`src/rtl/dma_regs_pkg.sv`:
```
package dma_regs_pkg;
  localparam int BASE_W = 16;
  localparam int BYTE_W = 8;

  typedef enum logic {
    SEL_ADDR = 1'b0,
    SEL_CNT  = 1'b1
  } reg_sel_e;
endpackage

```
`src/rtl/dma_port_decode.sv`:
```
module dma_port_decode
  import dma_regs_pkg::*;
#(
  parameter int ADDR_W      = 8,
  parameter int WIDTH_SHIFT = 0,
  parameter int NCH         = 4,
  parameter int CH_W        = 2
) (
  input  logic [ADDR_W-1:0] addr_i,
  output logic              hit_o,
  output logic [CH_W-1:0]   ch_o,
  output reg_sel_e          sel_o
);
  logic [3:0] idx;

  assign idx   = addr_i[WIDTH_SHIFT +: 4];
  assign hit_o = ({1'b0, idx} < 5'(2 * NCH));
  assign ch_o  = CH_W'(idx >> 1);
  assign sel_o = reg_sel_e'(idx[0]);
endmodule

```
`src/rtl/dma_byte_ptr.sv`:
```
module dma_byte_ptr (
  input  logic clk_i,
  input  logic rst_ni,
  input  logic clr_i,
  input  logic step_i,
  output logic ptr_o
);
  always_ff @(posedge clk_i or negedge rst_ni) begin
    if (!rst_ni)     ptr_o <= 1'b0;
    else if (clr_i)  ptr_o <= 1'b0;
    else if (step_i) ptr_o <= ~ptr_o;
  end

  p_step_r2: assert property (@(posedge clk_i) disable iff (!rst_ni)
    (step_i && !clr_i) |=> (ptr_o != $past(ptr_o)));
  p_idle_r2: assert property (@(posedge clk_i) disable iff (!rst_ni)
    (!step_i && !clr_i) |=> $stable(ptr_o));
  p_clear_r3: assert property (@(posedge clk_i) disable iff (!rst_ni)
    clr_i |=> !ptr_o);
endmodule

```
`src/rtl/dma_chan_slot.sv`:
```
module dma_chan_slot
  import dma_regs_pkg::*;
#(
  parameter int WIDTH_SHIFT = 0,
  parameter int PROG_W      = 18,
  parameter int BLK_W       = 17
) (
  input  logic              clk_i,
  input  logic              rst_ni,
  input  logic              wr_i,
  input  reg_sel_e          sel_i,
  input  logic              hi_i,
  input  logic [7:0]        wdata_i,
  input  logic              dir_down_i,
  input  logic              prog_we_i,
  input  logic [PROG_W-1:0] prog_val_i,
  output logic [BASE_W+WIDTH_SHIFT-1:0] addr_val_o,
  output logic [BASE_W+WIDTH_SHIFT-1:0] cnt_val_o,
  output logic [BLK_W-1:0]  blk_o
);
  localparam int CUR_W = BASE_W + WIDTH_SHIFT;
  localparam int VAL_W = BASE_W + WIDTH_SHIFT;

  logic [BASE_W-1:0] base_addr, base_cnt, reload_src;
  logic [CUR_W-1:0]  cur_addr;
  logic [PROG_W-1:0] prog;
  logic [VAL_W-1:0]  prog_v;
  logic              wr_lo, wr_hi;

  assign wr_lo = wr_i && !hi_i;
  assign wr_hi = wr_i && hi_i;
  // high-byte address write reloads from the new value
  assign reload_src = (sel_i == SEL_ADDR) ? {wdata_i, base_addr[7:0]} : base_addr;

  always_ff @(posedge clk_i or negedge rst_ni) begin
    if (!rst_ni) begin
      base_addr <= '0;
      base_cnt  <= '0;
      cur_addr  <= '0;
      prog      <= '0;
    end else begin
      if (wr_lo) begin
        if (sel_i == SEL_ADDR) base_addr[7:0] <= wdata_i;
        else                   base_cnt[7:0]  <= wdata_i;
      end
      if (wr_hi) begin
        if (sel_i == SEL_ADDR) base_addr[15:8] <= wdata_i;
        else                   base_cnt[15:8]  <= wdata_i;
        cur_addr <= CUR_W'(reload_src) << WIDTH_SHIFT;
        prog     <= '0;
      end else if (prog_we_i) begin
        prog <= prog_val_i;
      end
    end
  end

  assign prog_v     = VAL_W'(prog);
  assign addr_val_o = dir_down_i ? (VAL_W'(cur_addr) - prog_v) : (VAL_W'(cur_addr) + prog_v);
  assign cnt_val_o  = (VAL_W'(base_cnt) << WIDTH_SHIFT) - prog_v;
  assign blk_o      = (BLK_W'(base_cnt) + BLK_W'(1)) << WIDTH_SHIFT;

  p_lo_keeps_cur_r4: assert property (@(posedge clk_i) disable iff (!rst_ni)
    wr_lo |=> $stable(cur_addr));
  p_lo_keeps_prog_r4: assert property (@(posedge clk_i) disable iff (!rst_ni)
    (wr_lo && !prog_we_i) |=> $stable(prog));
  p_reload_r5: assert property (@(posedge clk_i) disable iff (!rst_ni)
    wr_hi |=> (prog == '0) && (cur_addr == (CUR_W'(base_addr) << WIDTH_SHIFT)));
  p_prog_load_r10: assert property (@(posedge clk_i) disable iff (!rst_ni)
    (prog_we_i && !wr_hi) |=> (prog == $past(prog_val_i)));
endmodule

```
`src/rtl/dma_chan_regs.sv`:
```
module dma_chan_regs
  import dma_regs_pkg::*;
#(
  parameter int WIDTH_SHIFT = 0,
  parameter int NCH         = 4,
  parameter int ADDR_W      = 8,
  parameter int PROG_W      = BASE_W + 2,
  parameter int BLK_W       = BASE_W + 1 + WIDTH_SHIFT
) (
  input  logic                 clk_i,
  input  logic                 rst_ni,
  input  logic [ADDR_W-1:0]    port_addr_i,
  input  logic                 port_wr_i,
  input  logic                 port_rd_i,
  input  logic [7:0]           port_wdata_i,
  output logic [7:0]           port_rdata_o,
  input  logic                 clr_ptr_i,
  input  logic [NCH-1:0]       dir_down_i,
  input  logic [NCH-1:0]       prog_we_i,
  input  logic [PROG_W-1:0]    prog_val_i,
  output logic [NCH*BLK_W-1:0] blk_size_o
);
  localparam int CH_W  = (NCH > 1) ? $clog2(NCH) : 1;
  localparam int VAL_W = BASE_W + WIDTH_SHIFT;

  logic        hit, ptr, step;
  logic [CH_W-1:0] ch;
  reg_sel_e    sel;
  logic [VAL_W-1:0] addr_val [NCH];
  logic [VAL_W-1:0] cnt_val  [NCH];
  logic [VAL_W-1:0] rd_val, rd_shift;

  dma_port_decode #(
    .ADDR_W(ADDR_W), .WIDTH_SHIFT(WIDTH_SHIFT), .NCH(NCH), .CH_W(CH_W)
  ) u_dec (
    .addr_i(port_addr_i), .hit_o(hit), .ch_o(ch), .sel_o(sel)
  );

  assign step = hit && (port_wr_i || port_rd_i);

  dma_byte_ptr u_ptr (
    .clk_i(clk_i), .rst_ni(rst_ni), .clr_i(clr_ptr_i), .step_i(step), .ptr_o(ptr)
  );

  for (genvar c = 0; c < NCH; c++) begin : g_ch
    logic wr_c;
    assign wr_c = port_wr_i && hit && (ch == CH_W'(c));

    dma_chan_slot #(
      .WIDTH_SHIFT(WIDTH_SHIFT), .PROG_W(PROG_W), .BLK_W(BLK_W)
    ) u_slot (
      .clk_i      (clk_i),
      .rst_ni     (rst_ni),
      .wr_i       (wr_c),
      .sel_i      (sel),
      .hi_i       (ptr),
      .wdata_i    (port_wdata_i),
      .dir_down_i (dir_down_i[c]),
      .prog_we_i  (prog_we_i[c]),
      .prog_val_i (prog_val_i),
      .addr_val_o (addr_val[c]),
      .cnt_val_o  (cnt_val[c]),
      .blk_o      (blk_size_o[c*BLK_W +: BLK_W])
    );
  end

  assign rd_val       = (sel == SEL_CNT) ? cnt_val[ch] : addr_val[ch];
  assign rd_shift     = rd_val >> (WIDTH_SHIFT + (ptr ? 8 : 0));
  assign port_rdata_o = (port_rd_i && hit) ? rd_shift[7:0] : 8'h00;

  p_foreign_idx_r2: assert property (@(posedge clk_i) disable iff (!rst_ni)
    (port_rd_i && port_addr_i[WIDTH_SHIFT + 3]) |-> (port_rdata_o == 8'h00));
endmodule

```
`config.mk`:
```
export PLATFORM = sky130hd
export DESIGN_NAME = dma_chan_regs
export DESIGN_NICKNAME = d
export VERILOG_FILES = /design/src/rtl/dma_regs_pkg.sv /design/src/rtl/dma_port_decode.sv /design/src/rtl/dma_byte_ptr.sv /design/src/rtl/dma_chan_slot.sv /design/src/rtl/dma_chan_regs.sv
export SDC_FILE = /design/constraint.sdc
export NUM_CORES = 1
export LEC_CHECK = 0
export BUFFER_PORTS_ARGS = -buffer_cell sky130_fd_sc_hd__clkbuf_2
export CAP_MARGIN = 20
export CORE_MARGIN = 2
export CORE_UTILIZATION = 35
export DETAILED_ROUTE_END_ITERATION = 8
export PLACE_DENSITY = 0.48
export SETUP_SLACK_MARGIN = 0.5
export SYNTH_ARGS = -nofsm -noshare
export SYNTH_HDL_FRONTEND = slang
export SYNTH_HIERARCHICAL = 1
export SYNTH_SLANG_ARGS = --single-unit
```
`constraint.sdc`:
```
create_clock -name clk_i -period 13.35 [get_ports clk_i]
set_clock_uncertainty 0.1 [all_clocks]
set_input_delay 2.67 -clock clk_i [delete_from_list [all_inputs] [get_ports clk_i]]
set_output_delay 2.67 -clock clk_i [all_outputs]
set_load 0.01 [all_outputs]
```
==> results of run 1 <==
## cell type report
class / instances / area share, %
flip-flops and latches: 257 / 29.71
clock buffers: 52 / 4.953
inverters: 110 / 1.907
multi-input cells: 1590 / 55.96
repair buffers: 125 / 3.109
diodes: 2 / 0.02312
well taps: 704 / 4.069
clock inverters: 8 / 0.2659
## metrics by stage
| step | utilization, % | instances |
|---|---|---|
| 2_1_floorplan | - | 2021 |
| 6_report | 39.53 | 2848 |
| 3_5_place_dp | 37.45 | 2786 |
| 3_3_place_gp | 37.45 | 2786 |
| 5_1_grt | 39.52 | 2846 |
| 4_1_cts | 39.52 | 2846 |
## cells in the final DEF (no fill, tap or decap), drive strengths merged, types with 7 or more instances in the layout
cell	synthesis	final
a221oi	10	10
xor2	56	56
a41oi	8	8
nor3	24	24
a211oi	9	9
a21o	35	35
xnor2	158	158
nor2b	24	24
o31ai	9	9
buf	28	11
o21a	18	18
inv	110	112
a31oi	30	30
nor4	7	7
o2111ai	8	8
and4	10	10
nand2	223	223
mux4	18	18
and3	32	32
clkbuf	36	166
nor3b	11	11
dfrtp	257	257
mux2	137	137
mux2i	117	117
nor2	140	140
ha	128	128
nand4	21	21
o21ai	83	83
and2	11	11
fa	8	8
or2	7	7
nand3	41	41
a21oi	100	100
o22ai	7	7
nand2b	16	16
o21bai	13	13
## flip-flops by register name, summed over array words and instances, names as in the netlist
register	flops
g_ch.u_slot/base_addr	64
g_ch.u_slot/base_cnt	64
g_ch.u_slot/cur_addr	64
g_ch.u_slot/prog	64
u_ptr/ptr_o	1
## power by group
group,leakage [nW],internal (mW),switching [mW]
Clock,0.557,0.556,0.366
Combinational,6.61,0.650,0.891
Sequential,3.27,0.919,0.158
Total,10.4,2.12,1.41
## routing by layer
metal  global-route usage [%]  part of all wire [%]  up-vias
met3                    3.845                   4.9      111
met2                    36.29                    44      388
met4                    8.144                   3.7        6
met1                    32.49                    47     7594
met5                        0                 0.049        -
li1                         -                     -     7431
## cell families (layout without fill, tap and decap cells)
kind of cell	Yosys count	count (layout)	share of synthesized area, %
other	0	2	0
AND/OR/NAND/NOR	585	585	14.49
multiplexers	272	272	16.25
buffers and inverters	174	295	3.834
adder cells (fa/ha/maj)	136	136	9.135
XOR/XNOR	214	214	9.718
AO/OA/AOI/OAI	383	383	13.22
flip-flops	257	257	33.35
## critical path, stage by stage
cell       delay [ns]
clkbuf_2         0.30
mux2i_1          0.20
fa_1             0.46
a21oi_1          0.26
o2bb2ai_2        0.13
o41ai_4          0.36
o21bai_1         0.17
a2111oi_0        0.42
a2111oi_0        0.24
mux4_2           0.52
mux2_2           0.27
nand2_1          0.06
nand2_1          0.15
clkbuf_2         0.18
## worst min-delay path by stage
| stage | endpoint | slack [ns] | cells past startpoint |
|---|---|---|---|
| 6_report | g_ch[3].u_slot/cur_addr[7] | 0.36 | 2 |
| 5_1_grt | g_ch[2].u_slot/cur_addr[5] | 0.38 | 2 |
| 4_1_cts | g_ch[0].u_slot/cur_addr[3] | 0.36 | 2 |
| 3_5_place_dp | g_ch[1].u_slot/cur_addr[5] | 0.35 | 2 |
| 3_3_place_gp | g_ch[2].u_slot/cur_addr[6] | 0.35 | 2 |
| 2_1_floorplan | g_ch[0].u_slot/cur_addr[1] | 0.33 | 2 |
==> impl_metrics.tcl, run 1 <==
set metrics [dict create \
    run_status "finished clean" \
    viasPerCell 5.453 \
    finalWorstSetupSlack_ns 4.168 \
    cts_buffers 36 \
    synth.most_common_cell "dfrtp_1" \
    grt_pass1_vias 15140 \
    post_cts_buffers 0 \
    yosys-top-cells-count "257 x dfrtp_1, 222 x nand2_1, 158 x xnor2_1" \
    grtUsageTotal_pct 23.25 \
    nFillCells 5422 \
    ios 123 \
    p_total_mw 3.539 \
    setup.worst_path.class "in2out" \
    crit_start "dir_down_i[0]" \
    hp-class "reg2reg" \
    drv_cap 0 \
    antenna_left 0 \
    port_buffers 116 \
    pre_cts_ws_ns 4.296 \
    worstPathRequired_ns 10.58 \
    synth.largest_area_cell "dfrtp_1" \
    synth_nets 2204 \
    arrival_ns 6.41 \
    multi_input_area_mm2 0.01212 \
    tightest_slew_ns 1.092 \
    post-route-cell-area_mm2 0.02165 \
    vias 15530 \
    clock_latency_ns 0.54 \
    finish.net_count 2303 \
    clk_pin_slew_worst_paths_ns 0.05 \
    period_minus_slack_ns 9.182 \
    dpl_cell_area_mm2 0.02051 \
    cts_resized 0 \
    ctsHtreeMaxLevel 2 \
    start_util_pct 35.21 \
    powerDensity_mw_per_mm2 163.5 \
    avgSynthCellArea_um2 9.543 \
    finalSetupTns_ns 0 \
    cts.sinks 257 \
    rows 86 \
    hpwl_um 48570 \
    slew_viol_final 0 \
    worst_ir_drop_vdd_uv 78.09 \
    avgRoutedWirePerCell_um 23.14 \
    seq_area_frac_synth_pct 33.35 \
    die_width_um 238.7 \
    ys.flop_type "dfrtp_1" \
    async_flop_share_pct 100.0 \
    cts_tree "yes" \
    gp_congestion 0.9324 \
    area_delta_synth_final_pct 12.25 \
    synth_edf_count 0 \
    setup_viol 0 \
    period_share_pct 68.78 \
    die_area_mm2 0.05700 \
    hold_start "g_ch[3].u_slot/base_addr[7]" \
    yosysWarnings 6 \
    firstDrtPassIters 5 \
    cp-start-kind "primary input" \
    grt_max_degree 148 \
    drtIter0Drc 1042 \
    finalHoldViolCount 0 \
    ctsHoldBuffers 0 \
    cts_root_buf "clkbuf_16" \
    rsz0062_at_grt "no" \
    cp-endpoint "port_rdata_o[4]" \
    regArea_mm2 0.006431 \
    relSlewSlack_pct 25.29 \
    end_kind "output port" \
    grt_overflow_total 0 \
    synth_top_area_share_pct 33.35 \
    synth.distinct_cells 88 \
    drc 0 \
    cp_max_fo 15 \
    r2r_start "u_ptr/ptr_o" \
    r2r_setup_slack_ns 10.82 \
    synth_seq_cells 257 \
    clk_path_buf_depth 3 \
    reg2reg_depth 5 \
    core_region_area_mm2 0.05477 \
    power_leakage_nw 10.43 \
    ys_top_cells_by_area "dfrtp_1 33%, ha_1 8.3%, mux2_2 8.0%" \
    antenna_found_initial 3 \
    die_h_um 238.7 \
    syn-cell-area_mm2 0.01929 \
    grt_pass1_wl_um 97570 \
    timing.rr.end "g_ch[2].u_slot/base_addr[12]" \
    routed_wl_um 65910 \
    fmax_ghz 0.1089 \
    final_layout_size_suffix_gt1_share_pct 17.04 \
    syn-instance-count 2021 \
    whs_ns 0.3621 \
]
Note: power is estimated with default switching activity, not from simulation.
==> run 2, diff against run 1 <==
==> constraint.sdc (replaced) <==
create_clock -name clk_i -period 9.33 [get_ports clk_i]
set_clock_uncertainty 0.1 [all_clocks]
set_input_delay 1.866 -clock clk_i [delete_from_list [all_inputs] [get_ports clk_i]]
set_output_delay 1.866 -clock clk_i [all_outputs]
set_load 0.01 [all_outputs]
==> run 2 against run 1 <==
Against the previous run:
- critical path depth unchanged
- register-to-register slack got worse by 4.0 ns
- sequential share of layout area increased by 0.19 points
- flip-flop and latch count unchanged
- non-clock buffer count is 1 higher
- first-iteration DRC count grew 8.0%
- critical endpoint unchanged
- largest cell class unchanged
- highest routed layer unchanged
==> impl_metrics.tcl, run 2 (synthesis gave the netlist of run 1 again) <==
set metrics [dict create \
    most-common-layout-cells "257 x dfrtp_1, 222 x nand2_1, 158 x xnor2_1" \
    end_kind "output port" \
    ctsHtreeMaxLevel 1 \
    period_share_pct 82.66 \
    core_region_area_mm2 0.05477 \
    post_cts_buffers 0 \
    firstDrtPassIters 6 \
    die_h_um 238.7 \
    cts_tree "yes" \
    finalHoldViolCount 0 \
    grt_use_met2_pct 35.72 \
    critPathMaxStageDelay_ns 1.07 \
    worst_path_max_delay_cell "a2111oi_0" \
    multi_input_area_mm2 0.01212 \
    grt_max_degree 133 \
    drv_cap 0 \
    worst_ir_drop_vdd_uv 141.4 \
    clk_pin_slew_worst_paths_ns 0.06 \
    finish.net_count 2299 \
    area_delta_synth_final_pct 11.53 \
    vias 15520 \
    cts_resized 0 \
    grtUsageTotal_pct 22.92 \
    gp_congestion 0.9233 \
    start_util_pct 35.21 \
    worstPathCellList "clkbuf_2 -> mux2i_1 -> fa_1 -> a21oi_1 -> o2bb2ai_2 -> o41ai_4 -> o21bai_1 -> a2111oi_0 -> a2111oi_0 -> mux4_2 -> mux2_2 -> nand2_1 -> nand2_1 -> clkbuf_2" \
    nFillCells 5458 \
    setup_viol 0 \
    ios 123 \
    antenna_left 0 \
    period_minus_slack_ns 7.713 \
    top_usage_layer "met2" \
    rsz0062_at_grt "no" \
    drtIter0Drc 1125 \
    cts.sinks 257 \
    regArea_mm2 0.006431 \
    powerDensity_mw_per_mm2 229.4 \
    path_delay_family "compound AO/OA/AOI/OAI gates" \
    viasPerCell 5.458 \
    gr-usage-met3_pct 3.152 \
    cts_root_buf "clkbuf_16" \
    finalSetupTns_ns 0 \
    cts_buffers 31 \
    rows 86 \
    slew_viol_final 0 \
    routed_wl_um 65370 \
    grt_overflow_total 0 \
    avgRoutedWirePerCell_um 22.99 \
    cp-start-kind "primary input" \
    final_layout_size_suffix_gt1_share_pct 16.98 \
    cp_max_fo 15 \
    met1_usage_pct 32.37 \
    relSlewSlack_pct 14.28 \
    arrival_ns 5.75 \
    fmax_ghz 0.1297 \
    setup.worst_path.class "in2out" \
    drc 0 \
    die_area_mm2 0.05700 \
    clock_latency_ns 0.59 \
    ctsHoldBuffers 0 \
    antenna_found_initial 6 \
    worstPathRequired_ns 7.36 \
    run_status "finished clean" \
    die_width_um 238.7 \
    whs_ns 0.3612 \
    grt_pass1_wl_um 97090 \
    hpwl_um 48660 \
    power_leakage_nw 10.36 \
    grt_pass1_vias 15210 \
    path_buf_inv 2 \
    final_common_cell "dfrtp_1" \
    hp-class "reg2reg" \
    port_buffers 116 \
    clk_path_buf_depth 3 \
    tightest_slew_ns 1.253 \
]
-- run 2: per-layer routing --
metal | routed length, um | share of wire [%]
met1 | 30460 | 47
met2 | 28790 | 44
met3 | 3402 | 5.2
met4 | 2703 | 4.1
met5 | 13 | 0.020
-- run 2: worst min-delay path, stage by stage (launching register included) --
cell and delay (ns):
dfrtp_1 0.34, nand2_1 0.05, nand2_1 0.05
-- run 2: worst paths after layout --
path | from | endpoint | slack [ns] | depth (start not counted)
min in group asynchronous | rst_ni | g_ch[0].u_slot/base_addr[1] | 1.09 | 1
setup reg to reg | u_ptr/ptr_o | g_ch[2].u_slot/base_addr[10] | 6.82 | 5
setup / recovery | dir_down_i[0] | port_rdata_o[4] | 1.62 | 14
max in group asynchronous | rst_ni | g_ch[1].u_slot/prog[13] | 6.70 | 2
hold reg to reg | g_ch[0].u_slot/base_addr[2] | g_ch[0].u_slot/cur_addr[2] | 0.36 | 2
hold / removal | g_ch[0].u_slot/base_addr[2] | g_ch[0].u_slot/cur_addr[2] | 0.36 | 2
-- run 2: stage by stage --
stage               util, %  area [um^2]  worst slack, ns  cells  total power, mW
global placement      37.47        20520            1.934   2787            3.717
floorplan                 -        19290            2.647   2021            2.986
global route          39.27        21510            1.602   2842            5.237
finish                39.27        21510            1.617   2843            4.934
detailed placement    37.47        20520            1.852   2787            3.742
CTS                   39.27        21510            1.841   2842            4.963
-- run 2: where the power goes --
group / internal, mW / switching [mW]
combinational: 0.931 / 1.27
clock: 0.686 / 0.507
sequential: 1.31 / 0.224
-- run 2: layout make-up --
| class | count | area share, % |
|---|---|---|
| diodes | 1 | 0.01163 |
| clock buffers | 38 | 3.868 |
| clock inverters | 17 | 0.7155 |
| inverters | 110 | 1.920 |
| multi-input cells | 1590 | 56.33 |
| flip-flops and latches | 257 | 29.90 |
| well taps | 704 | 4.095 |
| repair buffers | 126 | 3.164 |
